File: src/rtl/cec_rx_pkg.sv
package cec_rx_pkg;
  localparam int MAX_OPS  = 14;
  localparam int NOPS_W   = 4;
  localparam int REG_AW   = 8;
  localparam int N_LADDR  = 16;

  localparam logic [REG_AW-1:0] A_STAT = 8'h00;
  localparam logic [REG_AW-1:0] A_CTRL = 8'h04;
  localparam logic [REG_AW-1:0] A_HDR  = 8'h08;
  localparam logic [REG_AW-1:0] A_OPC  = 8'h0C;
  localparam logic [REG_AW-1:0] A_ISR  = 8'h10;
  localparam logic [REG_AW-1:0] A_IER  = 8'h14;
  localparam logic [REG_AW-1:0] A_MLO  = 8'h18;
  localparam logic [REG_AW-1:0] A_MHI  = 8'h1C;
  localparam logic [REG_AW-1:0] A_OPS  = 8'h40;

  typedef struct packed {
    logic                 err;
    logic [NOPS_W-1:0]    nops;
    logic [7:0]           hdr;
    logic [7:0]           opc;
    logic [MAX_OPS*8-1:0] ops;
  } cec_frame_t;
endpackage

File: src/rtl/cec_rx_addr_filter.sv
module cec_rx_addr_filter #(
  parameter int ADDRS = 16,
  localparam int DW = $clog2(ADDRS)
) (
  input  logic [ADDRS-1:0] mask,
  input  logic [DW-1:0]    dest,
  output logic             hit
);
  logic [ADDRS-1:0] sel;

  for (genvar g = 0; g < ADDRS; g++) begin : g_dec
    assign sel[g] = (dest == DW'(g));
  end

  assign hit = |(sel & mask);
endmodule

File: src/rtl/cec_rx_frame_queue.sv
module cec_rx_frame_queue
  import cec_rx_pkg::*;
#(
  parameter int DEPTH = 4,
  localparam int PTR_W = (DEPTH > 1) ? $clog2(DEPTH) : 1,
  localparam int CNT_W = $clog2(DEPTH + 1)
) (
  input  logic             clk,
  input  logic             rst_n,
  input  logic             push,
  input  cec_frame_t       din,
  input  logic             pop,
  input  logic             flush,
  output cec_frame_t       head,
  output logic [CNT_W-1:0] count,
  output logic             full,
  output logic             empty
);
  cec_frame_t mem [DEPTH];
  logic [PTR_W-1:0] wr_ptr, rd_ptr;
  logic do_push, do_pop;

  assign full    = (count == CNT_W'(DEPTH));
  assign empty   = (count == '0);
  assign do_push = push && !full && !flush;
  assign do_pop  = pop && !empty && !flush;
  assign head    = mem[rd_ptr];

  function automatic logic [PTR_W-1:0] nxt(input logic [PTR_W-1:0] p);
    return (p == PTR_W'(DEPTH - 1)) ? '0 : p + 1'b1;
  endfunction

  always_ff @(posedge clk or negedge rst_n) begin
    if (!rst_n) begin
      wr_ptr <= '0;
      rd_ptr <= '0;
      count  <= '0;
    end else if (flush) begin
      wr_ptr <= '0;
      rd_ptr <= '0;
      count  <= '0;
    end else begin
      if (do_push) wr_ptr <= nxt(wr_ptr);
      if (do_pop)  rd_ptr <= nxt(rd_ptr);
      if (do_push && !do_pop)      count <= count + 1'b1;
      else if (do_pop && !do_push) count <= count - 1'b1;
    end
  end

  always_ff @(posedge clk) begin
    if (do_push) mem[wr_ptr] <= din;
  end

  AST_NO_OVERFLOW: assert property (@(posedge clk) disable iff (!rst_n)
    count <= CNT_W'(DEPTH));
  AST_FLUSH_EMPTY: assert property (@(posedge clk) disable iff (!rst_n)
    flush |=> empty);
endmodule

File: src/rtl/cec_rx_frame_buffer.sv
module cec_rx_frame_buffer
  import cec_rx_pkg::*;
#(
  parameter int DEPTH = 4,
  localparam int CNT_W = $clog2(DEPTH + 1)
) (
  input  logic                 clk,
  input  logic                 rst_n,
  input  logic                 in_valid,
  output logic                 in_ready,
  input  logic [7:0]           in_header,
  input  logic [7:0]           in_opcode,
  input  logic [NOPS_W-1:0]    in_nops,
  input  logic [MAX_OPS*8-1:0] in_operands,
  input  logic                 in_err,
  input  logic [REG_AW-1:0]    reg_addr,
  input  logic                 reg_we,
  input  logic [7:0]           reg_wdata,
  output logic [7:0]           reg_rdata,
  output logic                 irq
);
  logic [7:0] mask_lo, mask_hi, ier;
  logic       isr_ne, isr_ovf;
  logic [1:0] ctrl;
  logic       accept, hit, push, ovf;
  cec_frame_t fin, head;
  logic [CNT_W-1:0] q_count;
  logic       q_full, q_empty;
  logic [7:0] isr_v, stat_v, op_byte;
  logic [REG_AW-1:0] op_off;
  logic [3:0] op_idx;
  logic       op_hit;

  assign in_ready = (ctrl == 2'b00);
  assign accept   = in_valid && in_ready;
  assign push     = accept && hit && !q_full;
  assign ovf      = accept && hit && q_full;

  always_comb begin
    fin.err  = in_err;
    fin.nops = (in_nops > NOPS_W'(MAX_OPS)) ? NOPS_W'(MAX_OPS) : in_nops;
    fin.hdr  = in_header;
    fin.opc  = in_opcode;
    fin.ops  = in_operands;
  end

  cec_rx_addr_filter #(.ADDRS(N_LADDR)) u_filter (
    .mask ({mask_hi, mask_lo}),
    .dest (in_header[3:0]),
    .hit  (hit)
  );

  cec_rx_frame_queue #(.DEPTH(DEPTH)) u_queue (
    .clk   (clk),
    .rst_n (rst_n),
    .push  (push),
    .din   (fin),
    .pop   (ctrl == 2'b01),
    .flush (ctrl[1]),
    .head  (head),
    .count (q_count),
    .full  (q_full),
    .empty (q_empty)
  );

  always_ff @(posedge clk or negedge rst_n) begin
    if (!rst_n) begin
      mask_lo <= '0;
      mask_hi <= '0;
      ier     <= '0;
      isr_ne  <= 1'b0;
      isr_ovf <= 1'b0;
      ctrl    <= 2'b00;
    end else begin
      if (ctrl != 2'b00)
        ctrl <= 2'b00;
      else if (reg_we && reg_addr == A_CTRL)
        ctrl <= reg_wdata[1] ? 2'b11 : {1'b0, reg_wdata[0]};
      if (reg_we && reg_addr == A_MLO) mask_lo <= reg_wdata;
      if (reg_we && reg_addr == A_MHI) mask_hi <= reg_wdata;
      if (reg_we && reg_addr == A_IER) ier <= reg_wdata;
      isr_ne  <= (isr_ne  && !(reg_we && reg_addr == A_ISR && reg_wdata[1])) || push;
      isr_ovf <= (isr_ovf && !(reg_we && reg_addr == A_ISR && reg_wdata[3])) || ovf;
    end
  end

  assign isr_v  = {4'b0, isr_ovf, 1'b0, isr_ne, 1'b0};
  assign irq    = |(isr_v & ier);
  assign stat_v = q_empty ? 8'h00 : {head.err, 3'(q_count), head.nops};

  assign op_off = reg_addr - A_OPS;
  assign op_idx = op_off[5:2];
  assign op_hit = (reg_addr >= A_OPS) && (op_off < REG_AW'(4 * MAX_OPS)) &&
                  (op_off[1:0] == 2'b00);

  always_comb begin
    op_byte = 8'h00;
    for (int i = 0; i < MAX_OPS; i++)
      if (op_idx == 4'(i)) op_byte = head.ops[i*8 +: 8];
    if (q_empty || op_idx >= head.nops) op_byte = 8'h00;
  end

  always_comb begin
    reg_rdata = 8'h00;
    if (op_hit) reg_rdata = op_byte;
    else begin
      case (reg_addr)
        A_STAT: reg_rdata = stat_v;
        A_CTRL: reg_rdata = {6'b0, ctrl};
        A_HDR:  reg_rdata = q_empty ? 8'h00 : head.hdr;
        A_OPC:  reg_rdata = q_empty ? 8'h00 : head.opc;
        A_ISR:  reg_rdata = isr_v;
        A_IER:  reg_rdata = ier;
        A_MLO:  reg_rdata = mask_lo;
        A_MHI:  reg_rdata = mask_hi;
        default: reg_rdata = 8'h00;
      endcase
    end
  end

  AST_FILTER_REJECT: assert property (@(posedge clk) disable iff (!rst_n)
    (accept && !hit) |=> $stable(q_count));
  AST_FULL_DROP: assert property (@(posedge clk) disable iff (!rst_n)
    (accept && hit && q_full) |=> (isr_ovf && q_count == CNT_W'(DEPTH)));
  AST_POP_DONE: assert property (@(posedge clk) disable iff (!rst_n)
    (ctrl == 2'b01 && !q_empty && !push) |=> (q_count == $past(q_count) - 1'b1));
  AST_CMD_ONE_CYCLE: assert property (@(posedge clk) disable iff (!rst_n)
    (ctrl != 2'b00) |=> (ctrl == 2'b00 && in_ready));
  AST_STORE_FLAG: assert property (@(posedge clk) disable iff (!rst_n)
    push |=> isr_ne);
endmodule

File: config.mk
export PLATFORM = sky130hd
export DESIGN_NAME = cec_rx_frame_buffer
export DESIGN_NICKNAME = d
export VERILOG_FILES = /design/src/rtl/cec_rx_pkg.sv /design/src/rtl/cec_rx_addr_filter.sv /design/src/rtl/cec_rx_frame_queue.sv /design/src/rtl/cec_rx_frame_buffer.sv
export SDC_FILE = /design/constraint.sdc
export NUM_CORES = 1
export LEC_CHECK = 0
export BUFFER_PORTS_ARGS = -buffer_cell sky130_fd_sc_hd__buf_2
export CAP_MARGIN = 30
export CORE_ASPECT_RATIO = 0.75
export CORE_MARGIN = 2
export CORE_UTILIZATION = 55
export DETAILED_ROUTE_END_ITERATION = 10
export HOLD_SLACK_MARGIN = 0.03
export PLACE_DENSITY = 0.74
export SETUP_SLACK_MARGIN = 0.1
export SLEW_MARGIN = 25
export SYNTH_ARGS = -nofsm -noshare
export SYNTH_HDL_FRONTEND = slang
export SYNTH_SLANG_ARGS = --single-unit
File: constraint.sdc
create_clock -name clk -period 7 [get_ports clk]
set_clock_uncertainty 0.1 [all_clocks]
set_input_delay 1.4 -clock clk [delete_from_list [all_inputs] [get_ports clk]]
set_output_delay 1.4 -clock clk [all_outputs]
set_load 0.005 [all_outputs]
==> run summary <==
kind of critical path -> register to primary output
maximum level of the CTS H-tree -> 2
post-layout net count -> 1,459
overall fraction of global-route tracks in use -> 0.2408
wire length of the first global-routing pass -> 75.85 mm
cell leakage power -> 8.476 nW
Min Clock Period, post-route -> 5.894 ns
y dimension of the die -> 180.1 um
IO buf count -> 162
library cell with the highest instance count after synthesis -> sky130_fd_sc_hd__edfxtp_1
post-route ant nets -> 0
later-pin clock latency in the skew report -> 0.58 ns
Final Cycle Share -> 0.8421
CTS root buffer -> sky130_fd_sc_hd__clkbuf_16
layout overhead on the synthesized area -> 13.30%
number of buffers inserted during clock tree synthesis -> 53
class of the tightest hold or removal check -> register to register
top fanout value on the critical path -> 32
drt drc -> 0
power density over the cells -> 267.8 nW/um2
number of max-capacitance violations reported -> 0
dominant synthesized flop cell -> sky130_fd_sc_hd__edfxtp_1
mean instance size in the synthesized netlist -> 20.27 um2
final max-slew violation count -> 0
# Post-CTS Setup Buffers -> 0
setup repair after global routing missed its margin -> false
critical path endpoint category -> primary output
aggregate routed wire length -> 51.33 mm
setup-violating endpoint count in the final report -> 0
sequential standard cell area -> 16,860 um2
number of detailed-route iterations in the first pass -> 5
critical path launch point type -> register
number of sinks handled by clock tree synthesis -> 567
routed length per placed instance -> 27.43 um
Initial Util -> 0.5580
Slew @ Worst Pin -> 0.9517 ns
r2r startpoint -> ctrl[1]
proportion of layout cells with a drive suffix above 1 -> 0.3134
final core area utilization -> 0.6322
sum of overflow across all layers after global routing -> 0
Relative slew margins -> 0.3656
via total after detailed routing -> 11.75k
Required @ worst endpoint -> 5.50 ns
count of fill cells added during filler insertion -> 2,762
final count of hold timing violations -> 0
routability congestion estimate -> 0.8555
HPWL after detailed placement -> 33.23 mm
crit path launch -> u_queue.rd_ptr[0]
achievable frequency -> 169.7 MHz
std cell rows -> 64
cells after synthesis -> 1,122
number of warnings printed during yosys synthesis -> 0
number of violations reported at the end of detailed-routing iteration 0 -> 1,290
Arr. time, crit path -> 4.39 ns
cell area after technology mapping -> 22,740 um2
core footprint -> 40,760 um2
biggest area contributors in the synthesized netlist -> sky130_fd_sc_hd__edfxtp_1 70%, sky130_fd_sc_hd__mux4_2 13%, sky130_fd_sc_hd__dfrtp_1 3.9%
EDFF count, synth -> 532
Unique masters post-synth -> 65
synthesized net count -> 1,284
cell types with the highest counts after synthesis -> 532 x sky130_fd_sc_hd__edfxtp_1, 129 x sky130_fd_sc_hd__mux4_2, 47 x sky130_fd_sc_hd__o21ai_0
maximum number of pins on one net before global-route repair -> 133
FFs w/ async S/R, synth -> 0.06173
outcome -> completed
post-cts sizing count -> 0
# IOs -> 163
total die area -> 43,010 um2
hold bufs inserted after CTS -> 0
number of vias per cell after detailed routing -> 6.281
CTS tree -> yes
post-CTS clock slew at the launch and capture registers of the worst setup and hold paths -> 0.06 ns
final setup TNS -> 0 ns
biggest area consumer among synthesized cells -> sky130_fd_sc_hd__edfxtp_1
vias in the first global route -> 11.67k
number of antenna violations at the first check in global routing -> 11
peak supply drop -> 0.2285 mV
Seq/Total Area, Yosys -> 0.7410
number of storage elements in the synthesis netlist -> 567
Hold Path Origin -> ier[7]
Die W -> 238.8 um
area share of the largest cell type after synthesis -> 0.7025
multi-input combinational cell area -> 5510 um2
deepest clock path buffer count -> 3
## final cells by class
class	count	share of cell area
flip-flops and latches	567	0.6543
multi-input cells	482	0.2139
clock buffers	70	0.05555
repair buffers	183	0.04128
well taps	528	0.02564
clock inverters	25	0.007333
inverters	10	0.001457
diodes	6	0.0005827
## cell usage in the layout, fill, tap and decap left out, types with 7 or more instances in the layout
cell type | synthesis | final
sky130_fd_sc_hd__a21oi_1 | 25 | 25
sky130_fd_sc_hd__a22oi_1 | 11 | 11
sky130_fd_sc_hd__a31oi_1 | 7 | 7
sky130_fd_sc_hd__buf_2 | 14 | 162
sky130_fd_sc_hd__buf_4 | 8 | 14
sky130_fd_sc_hd__clkbuf_1 | 27 | 14
sky130_fd_sc_hd__clkbuf_16 | 0 | 54
sky130_fd_sc_hd__clkinv_1 | 0 | 12
sky130_fd_sc_hd__clkinv_2 | 0 | 7
sky130_fd_sc_hd__dfrtp_1 | 35 | 33
sky130_fd_sc_hd__edfxtp_1 | 532 | 532
sky130_fd_sc_hd__ha_1 | 8 | 8
sky130_fd_sc_hd__inv_1 | 10 | 10
sky130_fd_sc_hd__mux2_2 | 28 | 28
sky130_fd_sc_hd__mux2i_1 | 32 | 32
sky130_fd_sc_hd__mux4_1 | 9 | 9
sky130_fd_sc_hd__mux4_2 | 129 | 129
sky130_fd_sc_hd__nand2_1 | 44 | 44
sky130_fd_sc_hd__nand2b_1 | 7 | 7
sky130_fd_sc_hd__nand3_1 | 12 | 12
sky130_fd_sc_hd__nor2_1 | 22 | 22
sky130_fd_sc_hd__nor2b_1 | 8 | 8
sky130_fd_sc_hd__nor3_1 | 9 | 9
sky130_fd_sc_hd__o21ai_0 | 47 | 47
## where the power goes
| part | leakage [nW] | internal (mW) | switching (mW) |
|---|---|---|---|
| Sequential | 5.25 | 3.78 | 0.0352 |
| Clock | 0.789 | 1.51 | 1.18 |
| Combinational | 2.43 | 0.161 | 0.236 |
| Total | 8.48 | 5.45 | 1.45 |
## per-layer routing
| metal | track usage | vias to the layer above | wire length (um) |
|---|---|---|---|
| met5 | 0 | - | 61 |
| met4 | 0.06150 | 10 | 1160 |
| met3 | 0.07292 | 99 | 5136 |
| met2 | 0.3495 | 554 | 23020 |
| met1 | 0.3615 | 6046 | 21940 |
| li1 | - | 5042 | - |
## critical path, cell delays in order, from the launching register on
cell                       delay [ns]
sky130_fd_sc_hd__dfrtp_4         0.45
sky130_fd_sc_hd__buf_4           0.53
sky130_fd_sc_hd__mux4_2          0.64
sky130_fd_sc_hd__inv_1           0.09
sky130_fd_sc_hd__ha_1            0.22
sky130_fd_sc_hd__a21o_1          0.16
sky130_fd_sc_hd__a21o_1          0.17
sky130_fd_sc_hd__a21oi_1         0.48
sky130_fd_sc_hd__o21ai_0         0.17
sky130_fd_sc_hd__o311ai_0        0.65
sky130_fd_sc_hd__buf_2           0.24
## flip-flops by register name, indices dropped and copies added, names as in the netlist
| signal | flops |
|---|---|
| mask_hi | 8 |
| u_queue.rd_ptr | 2 |
| isr_ne | 1 |
| ier | 8 |
| u_queue.wr_ptr | 2 |
| mask_lo | 8 |
| u_queue.mem | 532 |
| ctrl | 2 |
| isr_ovf | 1 |
| u_queue.count | 3 |
## through the flow
stage | instances | worst slack, ns | hold slack (ns) | total power, mW | area [um2]
after floorplan | 1122 | 0.8530 | 0.3651 | 4.108 | 22740
after global placement | 1769 | 1.539 | 0.3849 | 4.259 | 24100
after detailed placement | 1769 | 1.442 | 0.3974 | 4.274 | 24100
after CTS | 1864 | 1.108 | 0.4120 | 6.946 | 25720
after global routing | 1867 | 0.8312 | 0.4195 | 7.116 | 25760
final | 1871 | 1.106 | 0.4107 | 6.901 | 25770
## path summary, 6_finish.rpt
check | depth (start not counted) | to | slack [ns]
min in group asynchronous | 1 | ier[2] | 0.70
worst min register to register | 1 | ier[7] | 0.41
worst max-delay path | 10 | reg_rdata[4] | 1.11
worst min-delay path | 1 | ier[7] | 0.41
max in group asynchronous | 2 | u_queue.wr_ptr[0] | 5.62
worst max register to register | 6 | u_queue.mem[0][2] | 3.81
## cells by family (layout without fill, tap and decap cells)
kind of cell | Yosys count | count (layout) | synth area share
buffers and inverters | 73 | 288 | 0.01717
AOI/OAI and AO/OA | 146 | 146 | 0.04181
adders and majority gates | 9 | 9 | 0.005282
muxes | 198 | 198 | 0.1661
xor gates and xnor gates | 2 | 2 | 0.0007704
and+or+nand+nor | 127 | 127 | 0.02789
DFF | 567 | 567 | 0.7410
other | 0 | 6 | 0
No activity file was read; power rests on OpenSTA's default activity.
